`config.mk`:
```
export PLATFORM = sky130hd
export DESIGN_NAME = scan_debug_port
export DESIGN_NICKNAME = d
export VERILOG_FILES = /design/src/rtl/sdp_pkg.sv /design/src/rtl/sdp_sync.sv /design/src/rtl/sdp_edge.sv /design/src/rtl/sdp_scan.sv /design/src/rtl/sdp_shadow.sv /design/src/rtl/scan_debug_port.sv
export SDC_FILE = /design/constraint.sdc
export NUM_CORES = 1
export LEC_CHECK = 0
export CORE_MARGIN = 10
export CORE_UTILIZATION = 30
export CTS_CLUSTER_SIZE = 28
export DETAILED_ROUTE_END_ITERATION = 10
export HOLD_SLACK_MARGIN = 0.03
export PLACE_DENSITY_LB_ADDON = 0.25
export SLEW_MARGIN = 20
export SYNTH_ARGS = -nofsm -noshare
export SYNTH_HDL_FRONTEND = slang
export SYNTH_HIERARCHICAL = 1
export SYNTH_SLANG_ARGS = --single-unit
```
`constraint.sdc`:
```
create_clock -name clk -period 2.4 [get_ports clk]
set_clock_uncertainty 0.15 [all_clocks]
set_input_delay 0.24 -clock clk [delete_from_list [all_inputs] [get_ports clk]]
set_output_delay 0.24 -clock clk [all_outputs]
set_load 0.03 [all_outputs]
```
`src/rtl/sdp_pkg.sv`:
```
package sdp_pkg;
   localparam int unsigned SDP_BYTE_W = 8;
   typedef logic [SDP_BYTE_W-1:0] sdp_byte_t;

   // edge polarity selector for the edge detector
   typedef enum logic { SDP_EDGE_FALL = 1'b0, SDP_EDGE_RISE = 1'b1 } sdp_edge_e;
endpackage

```
`src/rtl/sdp_sync.sv`:
```
module sdp_sync #(
   parameter int unsigned WIDTH  = 1,
   parameter int unsigned STAGES = 2
) (
   input  logic             clk,
   input  logic             rst,
   input  logic [WIDTH-1:0] d,
   output logic [WIDTH-1:0] q
);
   logic [WIDTH-1:0] chain [STAGES];

   always_ff @(posedge clk) begin
      if (rst) begin
         for (int s = 0; s < int'(STAGES); s++) chain[s] <= '0;
      end else begin
         chain[0] <= d;
         for (int s = 1; s < int'(STAGES); s++) chain[s] <= chain[s-1];
      end
   end

   assign q = chain[STAGES-1];
endmodule

```
`src/rtl/sdp_edge.sv`:
```
module sdp_edge
   import sdp_pkg::*;
#(
   parameter sdp_edge_e POLARITY = SDP_EDGE_RISE
) (
   input  logic clk,
   input  logic rst,
   input  logic level,
   output logic hit
);
   logic prev;

   always_ff @(posedge clk) begin
      if (rst) prev <= 1'b0;
      else     prev <= level;
   end

   generate
      if (POLARITY == SDP_EDGE_RISE) begin : g_rise
         assign hit = level & ~prev;
      end else begin : g_fall
         assign hit = ~level & prev;
      end
   endgenerate
endmodule

```
`src/rtl/sdp_scan.sv`:
```
module sdp_scan #(
   parameter int unsigned FRAME_W = 64
) (
   input  logic               clk,
   input  logic               rst,
   input  logic               step,
   input  logic               ser_in,
   input  logic               arm,
   input  logic [FRAME_W-1:0] par_in,
   output logic [FRAME_W-1:0] chain,
   output logic               pending
);
   always_ff @(posedge clk) begin
      if (rst) begin
         chain   <= '0;
         pending <= 1'b1;
      end else begin
         if (step) begin
            if (pending) chain <= par_in;
            else         chain <= {chain[FRAME_W-2:0], ser_in};
         end
         if (arm)       pending <= 1'b1;
         else if (step) pending <= 1'b0;
      end
   end
endmodule

```
`src/rtl/sdp_shadow.sv`:
```
module sdp_shadow
   import sdp_pkg::*;
#(
   parameter sdp_byte_t FORCE_CODE = 8'h02,
   parameter sdp_byte_t WE_CODE    = 8'h02
) (
   input  logic      clk,
   input  logic      rst,
   input  logic      commit,
   input  sdp_byte_t ctl_byte,
   input  sdp_byte_t op_byte,
   input  sdp_byte_t val_byte,
   output logic      force_q,
   output logic      wr_en_q,
   output sdp_byte_t instr_q,
   output sdp_byte_t imm_q
);
   logic forced;
   assign forced = (ctl_byte == FORCE_CODE);

   always_ff @(posedge clk) begin
      if (rst) begin
         force_q <= 1'b0;
         wr_en_q <= 1'b0;
         instr_q <= '0;
         imm_q   <= '0;
      end else if (commit) begin
         force_q <= forced;
         wr_en_q <= forced && (op_byte == WE_CODE);
         if (forced) begin
            instr_q <= op_byte;
            imm_q   <= val_byte;
         end
      end
   end
endmodule

```
`src/rtl/scan_debug_port.sv`:
```
module scan_debug_port
   import sdp_pkg::*;
#(
   parameter int unsigned FRAME_BYTES = 8,
   parameter int unsigned SYNC_STAGES = 2,
   parameter int unsigned CTL_SLOT    = 7,
   parameter int unsigned OP_SLOT     = 1,
   parameter int unsigned VAL_SLOT    = 0,
   parameter sdp_byte_t   FORCE_CODE  = 8'h02,
   parameter sdp_byte_t   WE_CODE     = 8'h02,
   localparam int unsigned FRAME_W    = FRAME_BYTES * SDP_BYTE_W
) (
   input  logic               clk,
   input  logic               rst,
   input  logic               sclk_i,
   input  logic               mosi_i,
   output logic               miso_o,
   input  logic               cpu_clk_i,
   input  logic [FRAME_W-1:0] status_i,
   output logic               force_o,
   output logic [7:0]         instr_o,
   output logic [7:0]         imm_o,
   output logic               wr_en_o
);
   generate
      if (SYNC_STAGES < 2) begin : g_bad_sync
         $error("scan_debug_port: SYNC_STAGES must be at least 2");
      end
      if (FRAME_BYTES < 3) begin : g_bad_frame
         $error("scan_debug_port: FRAME_BYTES must be at least 3");
      end
      if (CTL_SLOT >= FRAME_BYTES || OP_SLOT >= FRAME_BYTES || VAL_SLOT >= FRAME_BYTES) begin : g_bad_slot
         $error("scan_debug_port: byte slot outside the frame");
      end
   endgenerate

   // synchronized host lines: [2]=serial clock, [1]=processor clock, [0]=data
   logic [2:0] host_q;
   sdp_sync #(.WIDTH(3), .STAGES(SYNC_STAGES)) u_sync (
      .clk (clk),
      .rst (rst),
      .d   ({sclk_i, cpu_clk_i, mosi_i}),
      .q   (host_q)
   );

   logic sclk_rise, cpu_rise, cpu_fall;
   sdp_edge #(.POLARITY(SDP_EDGE_RISE)) u_sclk_rise (
      .clk(clk), .rst(rst), .level(host_q[2]), .hit(sclk_rise));
   sdp_edge #(.POLARITY(SDP_EDGE_RISE)) u_cpu_rise (
      .clk(clk), .rst(rst), .level(host_q[1]), .hit(cpu_rise));
   sdp_edge #(.POLARITY(SDP_EDGE_FALL)) u_cpu_fall (
      .clk(clk), .rst(rst), .level(host_q[1]), .hit(cpu_fall));

   logic [FRAME_W-1:0] scan;
   logic               pend;
   sdp_scan #(.FRAME_W(FRAME_W)) u_scan (
      .clk     (clk),
      .rst     (rst),
      .step    (sclk_rise),
      .ser_in  (host_q[0]),
      .arm     (cpu_fall),
      .par_in  (status_i),
      .chain   (scan),
      .pending (pend)
   );

   assign miso_o = scan[FRAME_W-1];

   sdp_shadow #(.FORCE_CODE(FORCE_CODE), .WE_CODE(WE_CODE)) u_shadow (
      .clk      (clk),
      .rst      (rst),
      .commit   (cpu_rise),
      .ctl_byte (scan[CTL_SLOT*SDP_BYTE_W +: SDP_BYTE_W]),
      .op_byte  (scan[OP_SLOT*SDP_BYTE_W +: SDP_BYTE_W]),
      .val_byte (scan[VAL_SLOT*SDP_BYTE_W +: SDP_BYTE_W]),
      .force_q  (force_o),
      .wr_en_q  (wr_en_o),
      .instr_q  (instr_o),
      .imm_q    (imm_o)
   );
endmodule

```
==> results.json <==
{
  "slew_headroom": 0.5584,
  "cts_setup_buffers": 0,
  "finalNetCount": 530,
  "cts.path.max_buffers": 2,
  "hold_buffers": 0,
  "min_from": "rst",
  "reg2reg_to": "u_shadow/imm_q[6]$_SDFFE_PP0P_",
  "grt_pass1_vias": 3065,
  "hold_depth": 4,
  "htree_levels": 3,
  "ys_ff_latch": 92,
  "wire_per_inst_um": 14.22,
  "synth.net_count": 462,
  "dp_hpwl_um": 6164,
  "vias": 2933,
  "yosysSeqAreaShare": 0.4559,
  "netlist_instances": 393,
  "cts_tree": "done",
  "drcViolationCount": 0,
  "fillerInstances": 1324,
  "max-cap-violations": 0,
  "postLayoutSetupSlackWorst_ns": 0.5129,
  "cp.arrival_ns": 2.01,
  "setup_viol": 0,
  "r2r_cells": 4,
  "vdd_drop_max_mv": 0.4721,
  "rows": 42,
  "first_pass_iters": 4,
  "synth_edf_count": 0,
  "r2r-start": "u_scan/chain[61]$_SDFFE_PP0P_",
  "p_per_area_nw_per_um2": 658.7,
  "yosysUniqueCellTypes": 24,
  "antenna_left": 0,
  "crit_type": "flop to flop",
  "period_minus_slack_ns": 1.887,
  "cts_resized": 0,
  "max_slew.worst_pin.slew_ns": 0.6623,
  "start_util": 0.3051,
  "ys_warn_count": 6,
  "final_util": 0.3949,
  "min_path_type": "primary input to flop",
  "seq_area_um2": 1846,
  "synth.top_cell.area_share": 0.4559,
  "rrSetupSlack_ns": 0.51,
  "period_share": 0.7863,
  "track_usage": 0.1040,
  "max_freq_ghz": 0.5299,
  "clk_latency_ns": 0.34,
  "cp_cell_sequence": "or4_4 -> nor4_4 -> buf_4 -> mux2i_1",
  "tns_ns": 0,
  "synth_top_cell_by_area": "dfxtp_1",
  "wl_um": 9143,
  "leakagePower_nw": 2.133,
  "cpPeakStageDelay_ns": 0.55,
  "die_y_um": 136.0,
  "dieArea_um2": 18510,
  "numClockSinks": 92,
  "p_total_mw": 3.445,
  "cp.required_ns": 2.52,
  "syn_area_um2": 4040,
  "slowest_stage": "or4_4",
  "startpoint_type": "flop",
  "numPortBuffers": 87,
  "syn_to_final_growth_pct": 29.45,
  "grt_max_degree": 130,
  "hold_end": "u_shadow/wr_en_q$_SDFFE_PP0P_",
  "grt_first_pass_wirelength_um": 15440,
  "synth_ff_type": "dfxtp_1",
  "cts_inserted_buffers": 9,
  "pre_cts_slack_ns": 0.5063,
  "multiInputGateArea_um2": 1928,
  "endpoint_kind": "flop",
  "ctsRootBufferMaster": "clkbuf_16",
  "syn_avg_cell_area_um2": 10.28,
  "rsz0062_at_grt": "false",
  "ys_async_sr_fraction": 0,
  "antenna_found_initial": 1,
  "clk_pin_slew_worst_paths_ns": 0.06,
  "final_layout_size_suffix_gt1_frac": 0.06652,
  "viasPerCell": 4.561,
  "crit_fanout": 18,
  "pin_count": 88,
  "finalHoldViolCount": 0,
  "drt-initial-drc-count": 141,
  "maxSlewViolCount": 0,
  "overflow": 0,
  "die_w_um": 136.0,
  "status": "finished, final reports clean",
  "synth.top_cells.by_area": "dfxtp_1 (46%), mux2i_1 (20%), a211oi_1 (12%)",
  "core_um2": 13240,
  "place.gp.congestion": 0.7090
}
## critical path, delay by kind of cell, from the launching register on
kind          cells  cell delay (ns)
simple gates      2             0.76
flops             1             0.33
buf+inv           1             0.33
mux               1             0.23
## cell type report
| cell class | instances | share of cell area |
|---|---|---|
| multi-input combinational | 264 | 0.3687 |
| tap | 176 | 0.04211 |
| clock inverter | 4 | 0.009091 |
| clock buffer | 12 | 0.04904 |
| antenna | 1 | 0.0004785 |
| inverter | 1 | 0.0007177 |
| sequential | 92 | 0.3529 |
| timing repair buffer | 93 | 0.1770 |
## layout by cell type (no fill, tap or decap)
| cell type | synthesis | routed |
|---|---|---|
| nand2b_1 | 32 | 32 |
| dfxtp_1 | 92 | 91 |
| o21ba_1 | 1 | 1 |
| diode_2 | 0 | 1 |
| o21ai_1 | 1 | 1 |
| nor2b_2 | 1 | 1 |
| inv_1 | 1 | 1 |
| buf_12 | 5 | 1 |
| bufinv_16 | 0 | 1 |
| nor2b_4 | 4 | 4 |
| nor2_1 | 66 | 66 |
| clkbuf_16 | 0 | 9 |
| dfxtp_4 | 0 | 1 |
| clkinv_2 | 0 | 2 |
| clkbuf_1 | 14 | 1 |
| clkbuf_8 | 0 | 2 |
| nor2b_1 | 8 | 8 |
| a32o_1 | 1 | 1 |
| mux2i_1 | 80 | 80 |
| a211oi_1 | 64 | 64 |
| or4_4 | 1 | 1 |
| clkinvlp_4 | 0 | 1 |
| or4b_2 | 1 | 1 |
| nor4_4 | 1 | 1 |
| nor3_1 | 2 | 2 |
| buf_4 | 4 | 6 |
| clkdlybuf4s50_1 | 0 | 86 |
| nand3b_1 | 1 | 1 |
## synth_stat cells (2+ instances only)
cell type / n
dfxtp_1: 92
mux2i_1: 80
nor2_1: 66
a211oi_1: 64
nand2b_1: 32
clkbuf_1: 14
nor2b_1: 8
buf_2: 7
buf_12: 5
buf_4: 4
nor2b_4: 4
buf_1: 3
buf_6: 2
nor3_1: 2
## where the power goes
part	internal, mW	switching (mW)
clock network	0.860	0.572
registers	1.59	0.0404
logic	0.217	0.163
## how the worst max path moves through the flow
| stage | startpoint | endpoint | slack [ns] | depth (start not counted) |
|---|---|---|---|---|
| after global placement | u_scan/chain[61]$_SDFFE_PP0P_ | u_shadow/instr_q[3]$_SDFFE_PP0P_ | 0.56 | 4 |
| after CTS | u_scan/chain[61]$_SDFFE_PP0P_ | u_shadow/instr_q[2]$_SDFFE_PP0P_ | 0.48 | 4 |
| final | u_scan/chain[61]$_SDFFE_PP0P_ | u_shadow/imm_q[6]$_SDFFE_PP0P_ | 0.51 | 4 |
| after global routing | u_scan/chain[61]$_SDFFE_PP0P_ | u_shadow/imm_q[4]$_SDFFE_PP0P_ | 0.42 | 4 |
| after detailed placement | u_scan/chain[61]$_SDFFE_PP0P_ | u_shadow/imm_q[6]$_SDFFE_PP0P_ | 0.51 | 4 |
| after floorplan | u_scan/chain[63]$_SDFFE_PP0P_ | u_shadow/imm_q[0]$_SDFFE_PP0P_ | 0.57 | 5 |
## metrics by stage
| stage | area (um2) | std cells | hold WS (ns) |
|---|---|---|---|
| 2_1_floorplan | 4040 | 393 | 0.1543 |
| 3_3_place_gp | 4923 | 626 | 0.2758 |
| 3_5_place_dp | 4923 | 626 | 0.2822 |
| 4_1_cts | 5228 | 642 | 0.2399 |
| 5_1_grt | 5228 | 642 | 0.2876 |
| 6_report | 5230 | 643 | 0.2552 |
## flip-flops by register name, indices dropped and copies added, names as in the netlist
register	count
u_scan/chain	64
u_shadow/imm_q	8
u_shadow/instr_q	8
u_sync/chain	6
u_cpu_fall/prev	1
u_cpu_rise/prev	1
u_scan/pending	1
u_sclk_rise/prev	1
u_shadow/force_q	1
u_shadow/wr_en_q	1
## routing by layer
layer / share of wire / vias to the layer above / track usage
met2: 0.47 / 56 / 0.1655
met4: 0.014 / 0 / 0.03905
met3: 0.063 / 8 / 0.04465
met1: 0.45 / 1341 / 0.1216
li1: - / 1528 / -
met5: 0 / - / 0
## kinds of logic (layout without fill, tap and decap cells)
group / count (synthesis) / after routing / share of synthesized area
AOI/OAI and AO/OA: 67 / 67 / 0.1251
muxes: 80 / 80 / 0.1982
DFF: 92 / 92 / 0.4559
buffers and inverters: 37 / 110 / 0.06689
other: 0 / 1 / 0
and+or+nand+nor: 117 / 117 / 0.1539
(Power assumes the default switching activity.)
